### src/rtl/pin_bank_pkg.sv
package pin_bank_pkg;

  typedef enum logic [1:0] {
    FIX_NONE       = 2'd0,
    FIX_HIGH_LINES = 2'd1,
    FIX_LOW_LINES  = 2'd2
  } fixed_in_e;

  localparam logic [7:0] OFF_DIR  = 8'h00;
  localparam logic [7:0] OFF_ODR  = 8'h04;
  localparam logic [7:0] OFF_DATA = 8'h08;
  localparam logic [7:0] OFF_IBE  = 8'h18;

  localparam int unsigned MAX_LINES = 64;

  // Mask indexed by line number: bit n set when line n is input-only.
  function automatic logic [MAX_LINES-1:0] fixed_line_mask(
      fixed_in_e sel, int unsigned lines, int unsigned cnt);
    logic [MAX_LINES-1:0] m;
    m = '0;
    for (int unsigned n = 0; n < lines; n++) begin
      if (sel == FIX_HIGH_LINES && n >= lines - cnt) m[n] = 1'b1;
      if (sel == FIX_LOW_LINES && n < cnt) m[n] = 1'b1;
    end
    return m;
  endfunction

  // Same set expressed in register bit order (line n -> bit lines-1-n).
  function automatic logic [MAX_LINES-1:0] fixed_bit_mask(
      fixed_in_e sel, int unsigned lines, int unsigned cnt);
    logic [MAX_LINES-1:0] l;
    logic [MAX_LINES-1:0] b;
    l = fixed_line_mask(sel, lines, cnt);
    b = '0;
    for (int unsigned n = 0; n < lines; n++) b[lines-1-n] = l[n];
    return b;
  endfunction

endpackage

### src/rtl/pin_bank_sync.sv
module pin_bank_sync #(
  parameter int unsigned WIDTH  = 32,
  parameter int unsigned STAGES = 2
) (
  input  logic             clk,
  input  logic             rst,
  input  logic [WIDTH-1:0] d,
  output logic [WIDTH-1:0] q
);
  logic [WIDTH-1:0] stage_q [STAGES];

  generate
    for (genvar s = 0; s < STAGES; s++) begin : g_stage
      if (s == 0) begin : g_first
        always_ff @(posedge clk) begin
          if (rst) stage_q[s] <= '0;
          else     stage_q[s] <= d;
        end
      end else begin : g_next
        always_ff @(posedge clk) begin
          if (rst) stage_q[s] <= '0;
          else     stage_q[s] <= stage_q[s-1];
        end
      end
    end
  endgenerate

  assign q = stage_q[STAGES-1];
endmodule

### src/rtl/pin_bank_regs.sv
module pin_bank_regs
  import pin_bank_pkg::*;
#(
  parameter int unsigned     LINES    = 32,
  parameter int unsigned     ADDR_W   = 8,
  parameter logic [LINES-1:0] FIX_BITS = '0
) (
  input  logic              clk,
  input  logic              rst,
  input  logic [ADDR_W-1:0] addr,
  input  logic              we,
  input  logic [LINES-1:0]  wdata,
  input  logic [LINES-1:0]  in_bits,
  output logic [LINES-1:0]  dir_q,
  output logic [LINES-1:0]  odr_q,
  output logic [LINES-1:0]  dat_q,
  output logic [LINES-1:0]  ibe_q,
  output logic [LINES-1:0]  rdata
);
  localparam logic [ADDR_W-1:0] A_DIR  = ADDR_W'(OFF_DIR);
  localparam logic [ADDR_W-1:0] A_ODR  = ADDR_W'(OFF_ODR);
  localparam logic [ADDR_W-1:0] A_DATA = ADDR_W'(OFF_DATA);
  localparam logic [ADDR_W-1:0] A_IBE  = ADDR_W'(OFF_IBE);

  logic [LINES-1:0] rd_next;
  logic [LINES-1:0] data_view;

  // Outputs show their latch; inputs show the gated synchronised pad.
  assign data_view = (dir_q & dat_q) | (~dir_q & ibe_q & in_bits);

  always_comb begin
    case (addr)
      A_DIR:   rd_next = dir_q;
      A_ODR:   rd_next = odr_q;
      A_DATA:  rd_next = data_view;
      A_IBE:   rd_next = ibe_q;
      default: rd_next = '0;
    endcase
  end

  always_ff @(posedge clk) begin
    if (rst) begin
      dir_q <= '0;
      odr_q <= '0;
      dat_q <= '0;
      ibe_q <= '1;
      rdata <= '0;
    end else begin
      rdata <= rd_next;
      if (we) begin
        case (addr)
          A_DIR:   dir_q <= wdata & ~FIX_BITS;
          A_ODR:   odr_q <= wdata;
          A_DATA:  dat_q <= wdata;
          A_IBE:   ibe_q <= wdata;
          default: ;
        endcase
      end
    end
  end
endmodule

### src/rtl/pin_bank_drive.sv
module pin_bank_drive #(
  parameter int unsigned LINES = 32
) (
  input  logic             clk,
  input  logic             rst,
  input  logic [LINES-1:0] dir_q,
  input  logic [LINES-1:0] odr_q,
  input  logic [LINES-1:0] dat_q,
  output logic [LINES-1:0] pad_out,
  output logic [LINES-1:0] pad_oe
);
  generate
    for (genvar n = 0; n < LINES; n++) begin : g_line
      localparam int unsigned B = LINES - 1 - n;
      logic oe_d;
      logic out_d;
      // Open-drain drives only a low level; push-pull drives the latch.
      assign oe_d  = dir_q[B] & (~odr_q[B] | ~dat_q[B]);
      assign out_d = dir_q[B] & ~odr_q[B] & dat_q[B];
      always_ff @(posedge clk) begin
        if (rst) begin
          pad_oe[n]  <= 1'b0;
          pad_out[n] <= 1'b0;
        end else begin
          pad_oe[n]  <= oe_d;
          pad_out[n] <= out_d;
        end
      end
    end
  endgenerate
endmodule

### src/rtl/pin_bank.sv
module pin_bank
  import pin_bank_pkg::*;
#(
  parameter int unsigned LINES          = 32,
  parameter int unsigned ADDR_W         = 8,
  parameter fixed_in_e   FIXED_IN       = FIX_HIGH_LINES,
  parameter int unsigned FIXED_IN_COUNT = 4,
  parameter int unsigned SYNC_STAGES    = 2
) (
  input  logic              clk,
  input  logic              rst,
  input  logic [ADDR_W-1:0] bus_addr,
  input  logic              bus_we,
  input  logic [LINES-1:0]  bus_wdata,
  output logic [LINES-1:0]  bus_rdata,
  input  logic [LINES-1:0]  pad_in,
  output logic [LINES-1:0]  pad_out,
  output logic [LINES-1:0]  pad_oe
);
  localparam logic [MAX_LINES-1:0] FIX_ALL =
      fixed_bit_mask(FIXED_IN, LINES, FIXED_IN_COUNT);
  localparam logic [LINES-1:0] FIX_BITS = FIX_ALL[LINES-1:0];

  logic [LINES-1:0] sync_lines;
  logic [LINES-1:0] sync_bits;
  logic [LINES-1:0] dir_q, odr_q, dat_q, ibe_q;

  pin_bank_sync #(.WIDTH(LINES), .STAGES(SYNC_STAGES)) i_sync (
    .clk (clk),
    .rst (rst),
    .d   (pad_in),
    .q   (sync_lines)
  );

  // Line order to register bit order.
  generate
    for (genvar n = 0; n < LINES; n++) begin : g_rev
      assign sync_bits[LINES-1-n] = sync_lines[n];
    end
  endgenerate

  pin_bank_regs #(.LINES(LINES), .ADDR_W(ADDR_W), .FIX_BITS(FIX_BITS)) i_regs (
    .clk     (clk),
    .rst     (rst),
    .addr    (bus_addr),
    .we      (bus_we),
    .wdata   (bus_wdata),
    .in_bits (sync_bits),
    .dir_q   (dir_q),
    .odr_q   (odr_q),
    .dat_q   (dat_q),
    .ibe_q   (ibe_q),
    .rdata   (bus_rdata)
  );

  pin_bank_drive #(.LINES(LINES)) i_drive (
    .clk     (clk),
    .rst     (rst),
    .dir_q   (dir_q),
    .odr_q   (odr_q),
    .dat_q   (dat_q),
    .pad_out (pad_out),
    .pad_oe  (pad_oe)
  );
endmodule

### config.mk
export PLATFORM = sky130hd
export DESIGN_NAME = pin_bank
export DESIGN_NICKNAME = d
export VERILOG_FILES = /design/src/rtl/pin_bank_pkg.sv /design/src/rtl/pin_bank_sync.sv /design/src/rtl/pin_bank_regs.sv /design/src/rtl/pin_bank_drive.sv /design/src/rtl/pin_bank.sv
export SDC_FILE = /design/constraint.sdc
export NUM_CORES = 1
export LEC_CHECK = 0
export BUFFER_PORTS_ARGS = -buffer_cell sky130_fd_sc_hd__buf_4
export CAP_MARGIN = 20
export CORE_MARGIN = 3
export CORE_UTILIZATION = 50
export CTS_CLUSTER_SIZE = 20
export DETAILED_ROUTE_END_ITERATION = 8
export GPL_TIMING_DRIVEN = 0
export MAX_ROUTING_LAYER = met4
export PLACE_DENSITY = 0.76
export REMOVE_ABC_BUFFERS = 1
export SLEW_MARGIN = 5
export SYNTH_ARGS = -nofsm -noshare
export SYNTH_HDL_FRONTEND = slang
export SYNTH_SLANG_ARGS = --single-unit
### constraint.sdc
create_clock -name clk -period 1.85 [get_ports clk]
set_input_delay 0.37 -clock clk [delete_from_list [all_inputs] [get_ports clk]]
set_output_delay 0.37 -clock clk [all_outputs]
set_load 0.05 [all_outputs]
==> run_results.csv <==
group,metric,value,unit
pwr,ir_worst_vdd,793,uV
floorplanning,die_w,144,um
layout,multi_input_area,0.00380,mm2
worst_setup_path,rrSetupSlack,0.87,ns
layout,diodes,0,
cts,htree_levels,1,
sta,drv_slew,0,
hold_path,min_from,"pad_in[5]",
cts,clock_latency,0.52,ns
layout,area_growth,24.5,%
cts,clock-sinks,272,
route,drt_first_pass_iters,5,
route,wire_per_inst,17.0,um
sta,worst_slack,0.0201,ns
worst_setup_path,cp_max_fo,32,
sta,relSlewSlack,55.3,%
hold_path,min_path_cells,2,
route,via_count,7919,
floorplanning,ios,171,
synthesis,synthCells,1057,
cts,cts-root-buf,"clkbuf_16",
place,dp_hpwl,14.6,mm
floorplanning,dieArea,0.0208,mm2
worst_setup_path,crit_path_end_kind,"flip-flop",
layout,nNetsFinal,1278,
layout,drive_above_1_share,19.7,%
layout,final_util,64.7,%
sta,post-route-min-period,1.83,ns
layout,layout_commonest_cell,"nand2_1",
synthesis,ys_ff_latch,272,
worst_setup_path,r2r-start,"i_regs.ibe_q[8]",
place,port_buffers,162,
synthesis,synth.distinct_cells,31,
synthesis,yosysWarnings,0,
sta,rsz0062_at_grt,"no",
worst_setup_path,worstReg2RegEnd,"i_regs.rdata[8]",
sta,fin_skew,0.0124,ns
cts,cts_buffers,27,
floorplanning,die_h,144,um
sta,tns,0,ns
floorplanning,initial_core_util,52.0,%
global_routing,grt_max_degree,127,
worst_setup_path,r2r_cells,4,
layout,final_cell_mix,"nand2_1 (299), dfxtp_1 (272), buf_4 (169), a21oi_1 (149), nor2b_1 (64)",
global_routing,grt_usage,23.4,%
synthesis,avgSynthCellArea,9.05,um2
sta,worst_pin_slew,0.667,ns
sta,hold_viol,0,
synthesis,syn-cell-area,0.00956,mm2
route,drc_errors,0,
hold_path,hold_path.class,"input port to flip-flop",
flow_run,maxCapViolCount,0,
floorplanning,row_count,49,
pwr,p_leak,4.54,nW
global_routing,grt_overflow,0,
floorplanning,design.core.area,0.0184,mm2
worst_setup_path,required,2.23,ns
pwr,power_density,990,mW/mm2
layout,ff_latch_area,0.00545,mm2
cts,clockBufferDepth,3,
cts,cts_tree,"done",
worst_setup_path,critPathLaunchType,"input port",
route,drt_iter0_drc,584,
route,drt_wl_total,24.6,mm
place,place_congestion,0.792,
sta,finalSetupViolations,0,
route,antenna_left,0,
worst_setup_path,crit_type,"input port to flip-flop",
global_routing,grt_pass1_vias,7309,
cts,cts_hold_buf,0,
global_routing,grt_pass1_wl,37.7,mm
synthesis,seq_area_frac_synth,56.9,%
global_routing,antenna_found_initial,0,
worst_setup_path,arrival,2.21,ns
sta,fin_crit_sh,98.9,%
layout,fill_cells,1509,
cts,path_clk_slew,0.06,ns
hold_path,hold_end,"i_sync.stage_q[0][5]",
sta,max_freq,546,MHz
run_status,status,"finished, final reports clean",
place,dp_slack,-0.962,ns
route,routed_via_density,5.46,
==> critical path, stage by stage <==
cell and delay (ns):
buf_4 0.12, or4_4 0.64, or4_4 0.80, nand2_1 0.17, a21oi_1 0.09
==> cells in the mapped netlist, drive strengths merged <==
cell type | n | area, um2
nor3 | 1 | 5.00
nand4 | 1 | 6.26
dfxtp | 272 | 5450
and3 | 3 | 18.8
clkinv | 1 | 3.75
nor4 | 5 | 82.6
nor2 | 1 | 3.75
nor2b | 64 | 400
clkbuf | 34 | 128
a22oi | 55 | 413
o21ai | 28 | 140
or3b | 1 | 8.76
or4 | 3 | 33.8
nand3 | 2 | 10.0
o2111ai | 4 | 35.0
conb | 1 | 3.75
nand2 | 299 | 1120
nand3b | 33 | 248
nand2b | 28 | 175
nor4b | 1 | 8.76
nor3b | 28 | 210
or2 | 1 | 6.26
and4 | 1 | 8.76
and2 | 1 | 6.26
mux2i | 1 | 10.0
buf | 39 | 283
a21oi | 149 | 746
==> where the power goes <==
group / switching [mW] / total, mW / internal [mW]
Sequential: 0.0194 / 5.95 / 5.93
Combinational: 0.229 / 0.419 / 0.190
Clock: 2.15 / 5.42 / 3.27
Total: 2.40 / 11.8 / 9.38
==> cell type report <==
cell class,instances,area share (%)
inverters,1,0.0315
repair buffers,183,12.5
clock buffers,42,6.82
clock inverters,5,0.631
multi-input cells,718,31.9
flip-flops and latches,272,45.7
well taps,229,2.41
==> through the flow <==
| stage | std cells | area, um2 | power, mW | hold WS, ns |
|---|---|---|---|---|
| after floorplan | 991 | 9180 | 6.21 | 0.414 |
| after global placement | 1382 | 10700 | 6.46 | 0.418 |
| after detailed placement | 1395 | 10900 | 6.48 | 0.420 |
| after CTS | 1447 | 11900 | 11.9 | 0.0447 |
| after global routing | 1450 | 11900 | 12.2 | 0.0475 |
| final | 1450 | 11900 | 11.8 | 0.0583 |
==> layer usage <==
layer / GRT usage (%) / vias up / wire [um] / share of wire, %
met3: 4.30 / 41 / 2210 / 9.0
met5: - / - / 0 / 0
li1: - / 3819 / - / -
met1: 32.2 / 3689 / 10700 / 43
met2: 35.9 / 370 / 11300 / 46
met4: 5.94 / 0 / 412 / 1.7
==> cell families after synthesis <==
group           Yosys count  synth area share (%)
compound gates          236                  13.9
simple gates            473                  24.6
mux                       1                 0.105
flops                   272                  56.9
other cells               1                0.0392
buf+inv                  74                  4.33
==> how the worst max path moves through the flow <==
| stage | end | from |
|---|---|---|
| floorplan | i_regs.rdata[10] | bus_addr[7] |
| global placement | i_regs.rdata[8] | bus_addr[7] |
| detailed placement | i_regs.ibe_q[16] | bus_addr[2] |
| CTS | i_regs.odr_q[8] | bus_addr[7] |
| global route | i_regs.odr_q[31] | bus_addr[7] |
| finish | i_regs.odr_q[7] | bus_addr[7] |
==> state kept, by name, summed over array words and instances, names as in the netlist <==
register and cells:
i_regs.rdata 32, i_drive.pad_out 28, i_sync.stage_q 64, i_regs.odr_q 32, i_regs.dir_q 28, i_regs.dat_q 28
i_regs.ibe_q 32, i_drive.pad_oe 28
==> repair_timing <==
item | 4_1_cts | 5_1_grt
endpoints found under the setup margin | 108 | 21
pin swaps | 4 | 2
resized for setup | 7 | 1
setup buffers | 5 | 3
(Power assumes the default switching activity.)
